[config.mk]
export PLATFORM = sky130hd
export DESIGN_NAME = sd_resp_rx
export DESIGN_NICKNAME = d
export VERILOG_FILES = /design/src/rtl/sd_resp_rx.sv
export SDC_FILE = /design/constraint.sdc
export NUM_CORES = 1
export LEC_CHECK = 0
export BUFFER_PORTS_ARGS = -buffer_cell sky130_fd_sc_hd__buf_4
export CAP_MARGIN = 20
export CORE_ASPECT_RATIO = 0.9
export CORE_MARGIN = 3
export CORE_UTILIZATION = 50
export CTS_CLUSTER_DIAMETER = 60
export DETAILED_ROUTE_END_ITERATION = 8
export GPL_ROUTABILITY_DRIVEN = 0
export PLACE_DENSITY = 0.7
export SLEW_MARGIN = 20
export SYNTH_ARGS = -nofsm -noshare
export SYNTH_HDL_FRONTEND = slang
export SYNTH_SLANG_ARGS = --single-unit
export TNS_END_PERCENT = 5
[constraint.sdc]
create_clock -name clk -period 5.8 [get_ports clk]
set_input_delay 0.58 -clock clk [delete_from_list [all_inputs] [get_ports clk]]
set_output_delay 0.58 -clock clk [all_outputs]
set_load 0.01 [all_outputs]
[src/rtl/sd_resp_rx.sv]
module sd_resp_rx #(
  parameter int DEPTH      = 17,
  parameter int SHORT_BITS = 48,
  parameter int LONG_BITS  = 136,
  parameter int CRC_LO     = 8,
  parameter int CRC_HI     = 127,
  parameter int TIMEOUT    = 64
) (
  input  logic       clk,
  input  logic       rst_n,
  input  logic       bit_en,
  input  logic       cmd_line,
  input  logic       rx_en,
  input  logic       long_fmt,
  input  logic       crc_off,
  input  logic       cmd_done,
  input  logic       ptr_clr,
  input  logic       rd_en,
  output logic [7:0] rd_data,
  output logic       busy,
  output logic       crc_ok,
  output logic       fmt_ok,
  output logic       resp_done,
  input  logic       resp_done_clr,
  input  logic       irq_en,
  output logic       irq
);
  localparam int KW = $clog2(LONG_BITS);
  localparam int TW = $clog2(TIMEOUT);
  localparam int PW = $clog2(DEPTH);
  localparam int WW = $clog2(DEPTH + 1);

  typedef enum logic [1:0] {IDLE, HUNT, SHIFT} st_t;

  st_t           state;
  logic [KW-1:0] k;
  logic [TW-1:0] tcnt;
  logic [6:0]    sh, crc, rcrc;
  logic          txb, long_q;
  logic [WW-1:0] wptr;
  logic [PW-1:0] rptr;
  logic [7:0]    mem [DEPTH];

  logic [KW:0] last_pos, pos;
  logic        take, in_crc, in_rcrc, fb, last;
  logic [6:0]  crc_nx;

  assign last_pos = long_q ? (KW+1)'(LONG_BITS - 1) : (KW+1)'(SHORT_BITS - 1);
  assign pos      = last_pos - {1'b0, k};
  assign take     = bit_en && (state == SHIFT || (state == HUNT && !cmd_line));
  assign in_crc   = (pos >= (KW+1)'(CRC_LO)) && (pos <= (KW+1)'(CRC_HI));
  assign in_rcrc  = (pos >= (KW+1)'(1)) && (pos < (KW+1)'(CRC_LO));
  assign last     = (pos == '0);
  assign fb       = cmd_line ^ crc[6];
  assign crc_nx   = {crc[5:3], crc[2] ^ fb, crc[1:0], fb};

  assign busy    = (state != IDLE);
  assign irq     = resp_done & irq_en;
  assign rd_data = mem[rptr];

  always_ff @(posedge clk) begin
    if (!rst_n) begin
      state     <= IDLE;
      k         <= '0;
      tcnt      <= '0;
      sh        <= '0;
      crc       <= '0;
      rcrc      <= '0;
      txb       <= 1'b0;
      long_q    <= 1'b0;
      wptr      <= '0;
      resp_done <= 1'b0;
      crc_ok    <= 1'b0;
      fmt_ok    <= 1'b0;
    end else begin
      if (resp_done_clr) resp_done <= 1'b0;
      case (state)
        IDLE: if (cmd_done && rx_en) begin
          state  <= HUNT;
          tcnt   <= '0;
          k      <= '0;
          crc    <= '0;
          wptr   <= '0;
          long_q <= long_fmt;
        end
        HUNT: if (bit_en && cmd_line) begin
          if (tcnt == TW'(TIMEOUT - 1)) begin
            state     <= IDLE;
            resp_done <= 1'b1;
            fmt_ok    <= 1'b0;
            crc_ok    <= crc_off;
          end else begin
            tcnt <= tcnt + 1'b1;
          end
        end
        default: ;
      endcase
      if (take) begin
        sh <= {sh[5:0], cmd_line};
        if (in_crc)  crc  <= crc_nx;
        if (in_rcrc) rcrc <= {rcrc[5:0], cmd_line};
        if (k == KW'(1)) txb <= cmd_line;
        if (k[2:0] == 3'd7) wptr <= wptr + 1'b1;
        if (last) begin
          state     <= IDLE;
          resp_done <= 1'b1;
          crc_ok    <= crc_off || (crc == rcrc);
          fmt_ok    <= !txb && cmd_line;
        end else begin
          state <= SHIFT;
          k     <= k + 1'b1;
        end
      end
    end
  end

  always_ff @(posedge clk) begin
    if (take && k[2:0] == 3'd7) mem[PW'(wptr)] <= {sh, cmd_line};
  end

  always_ff @(posedge clk) begin
    if (!rst_n || ptr_clr)
      rptr <= '0;
    else if (rd_en)
      rptr <= (rptr == PW'(DEPTH - 1)) ? '0 : rptr + 1'b1;
  end
endmodule

==> reports/results.ini <==
[timing]
hold_viol_final=0
setup_tns_ns=0
worst_clock_skew_ns=0.00919
setup_viol=0
period_share=0.581
max_freq_ghz=0.297
worst_slew_pin_slew_ns=1.02
rsz0062_at_grt=false
finalMaxSlewViolations=0
maxSlewHeadroom=0.319
post-route-min-period_ns=3.37
setup_ws_ns=2.43

[yosys]
yosys-top-cells-count=edfxtp_1, dfxtp_1, nand2_1
synthFlopType=edfxtp_1
yosys_warnings=0
synth.top_cell.area_share=0.499
ys_types=60
syn_avg_cell_area_um2=14.3
synth_edf_count=136
synth-seq-cells=193
syn_nets=603
syn_area_mm2=0.00818
synth_top_cell_by_area=edfxtp_1
ys_seq_area_frac=0.639
netlist_top_cells_area=edfxtp_1, dfxtp_1, mux4_2
async_flop_share=0
synth_most_common_cell=edfxtp_1
synth_cells=574

[worst_hold_path]
worstHoldPathType=input pin to flop

[worst_setup_path]
required_ns=5.22
slowest_stage=mux4_1
cp_top_family=multiplexers
path_cells=buf_4 -> mux4_1 -> mux4_2 -> mux2_2 -> buf_4
cpPeakStageDelay_ns=0.64
cp_num_buf_inv=2
crit_type=flop to output pin
arrival_ns=2.79
worstPathMaxFanout=32
crit_top_cell=buf_4
worst_setup_path_start_kind=flop
end_kind=output pin

[final_layout]
fin_nets=626
fillers=1227
antenna_cells=0
drive_gt1_frac=0.167
final_core_utilization=0.579
regArea_mm2=0.00523
multi_input_area_mm2=0.00276
syn2layout_area_growth_pct=11.2
layout.cells.non_filler=811

[global_route]
grt_pass1_wl_um=27200
antenna_found_initial=0
grt_overflow=0
first_global_vias=4829
grt_max_degree=33
grtUsageTotal=0.200

[floorplan]
io_pins=25
start_util=0.521
die_w_um=141
die_area_mm2=0.0179
core_mm2=0.0157
die_h_um=127
rows=43

[place]
dp_slack_ns=2.65
placed_cells=780
dp_hpwl_um=11000
io_buffer_count=24

[clock_tree]
cts-hold-fix-buffers=0
clk_pin_slew_ns=0.07
cts_setup_buffers=0
root_buffer=clkbuf_16
clk_latency_ns=0.43
cts.sinks=193
clock_path_buffers=2
numCtsBuffers=17
ctsResizeCount=0
h-tree-depth=4
cts_tree=yes

[route]
drt-pass1-iter-count=5
dr_total_vias=4784
antenna_left=0
detail_route.iter0.violations=405
avgViaCountPerCell=5.90
routed_wl_um=16900
drcViolationCount=0
wl_per_cell_um=20.8

[power]
total_leakage_power_nw=3.11
ir_worst_vdd_v=0.000245
powerDensity_mw_per_mm2=295

[job]
max-cap-violations=0

[run_status]
status=complete, no violations

placed cells by master (no fill, tap or decap), drive strengths merged, types with 6 or more instances in the layout:
cell type    n
edfxtp     136
dfxtp       57
nand2       54
nor2        44
mux4        33
inv         28
buf         27
mux2i       25
a21oi       20
clkbuf      18
ha          17
nand3       12
o21ai       12
xor2        11
nor2b       10
a211oi       8
xnor2        8
a221oi       7
nor3         6
metal layers:
| metal | vias to the layer above | global-route usage | share of wire |
|---|---|---|---|
| li1 | 2216 | - | - |
| met1 | 2402 | 0.281 | 0.44 |
| met2 | 143 | 0.314 | 0.48 |
| met3 | 23 | 0.0427 | 0.058 |
| met4 | 0 | 0.0678 | 0.016 |
| met5 | - | 0 | 0 |
per-stage QoR:
stage | power (mW) | hold WS, ns | instance area (µm²)
global placement | 1.58 | 0.464 | 8530
global route | 2.77 | 0.420 | 9100
CTS | 2.70 | 0.394 | 9090
floorplan | 1.55 | 0.451 | 8180
finish | 2.68 | 0.407 | 9100
detailed placement | 1.58 | 0.479 | 8530
final cells by class:
type                       count  area share
clock buffer                  18      0.0472
clock inverter                13      0.0149
inverter                      24     0.00990
multi-input combinational    334       0.303
sequential                   193       0.575
tap                          202      0.0278
timing repair buffer          27      0.0223
flip-flops by register name, indices dropped and copies added (netlist names), 5 cells and up, named ones only:
name	count
wptr	5
crc	7
sh	7
mem	136
rptr	5
rcrc	7
k	8
tcnt	6
worst paths after layout:
kind                  from          to  slack, ns  depth (start not counted)
hold reg to reg    rcrc[6]     rcrc[6]       0.49                          2
setup reg to reg  state[1]  mem[16][1]       3.03                          5
setup / recovery      flop  rd_data[3]       2.43                          5
hold / removal    long_fmt      long_q       0.41                          3
where the power goes:
group	total, mW	leakage (nW)	internal (mW)	switching [mW]
Clock	1.13	0.268	0.634	0.501
Combinational	0.0817	1.09	0.0342	0.0476
Sequential	1.47	1.75	1.46	0.00514
worst min-delay path, delay by kind of cell:
| family | cells | cell delay, ns |
|---|---|---|
| buffers and inverters | 1 | 0.11 |
| AND/OR/NAND/NOR | 1 | 0.05 |
| AO/OA/AOI/OAI | 1 | 0.05 |
logic make-up (layout without fill, tap and decap cells):
family / after synthesis / in the layout / share of synthesized area
adder cells (fa/ha/maj): 17 / 17 / 0.0260
AND/OR/NAND/NOR: 159 / 159 / 0.0956
multiplexers: 62 / 62 / 0.128
AO/OA/AOI/OAI: 77 / 77 / 0.0667
XOR/XNOR: 19 / 19 / 0.0203
buffers and inverters: 47 / 82 / 0.0249
flip-flops: 193 / 193 / 0.639
Note: power is estimated with default switching activity, not from simulation.
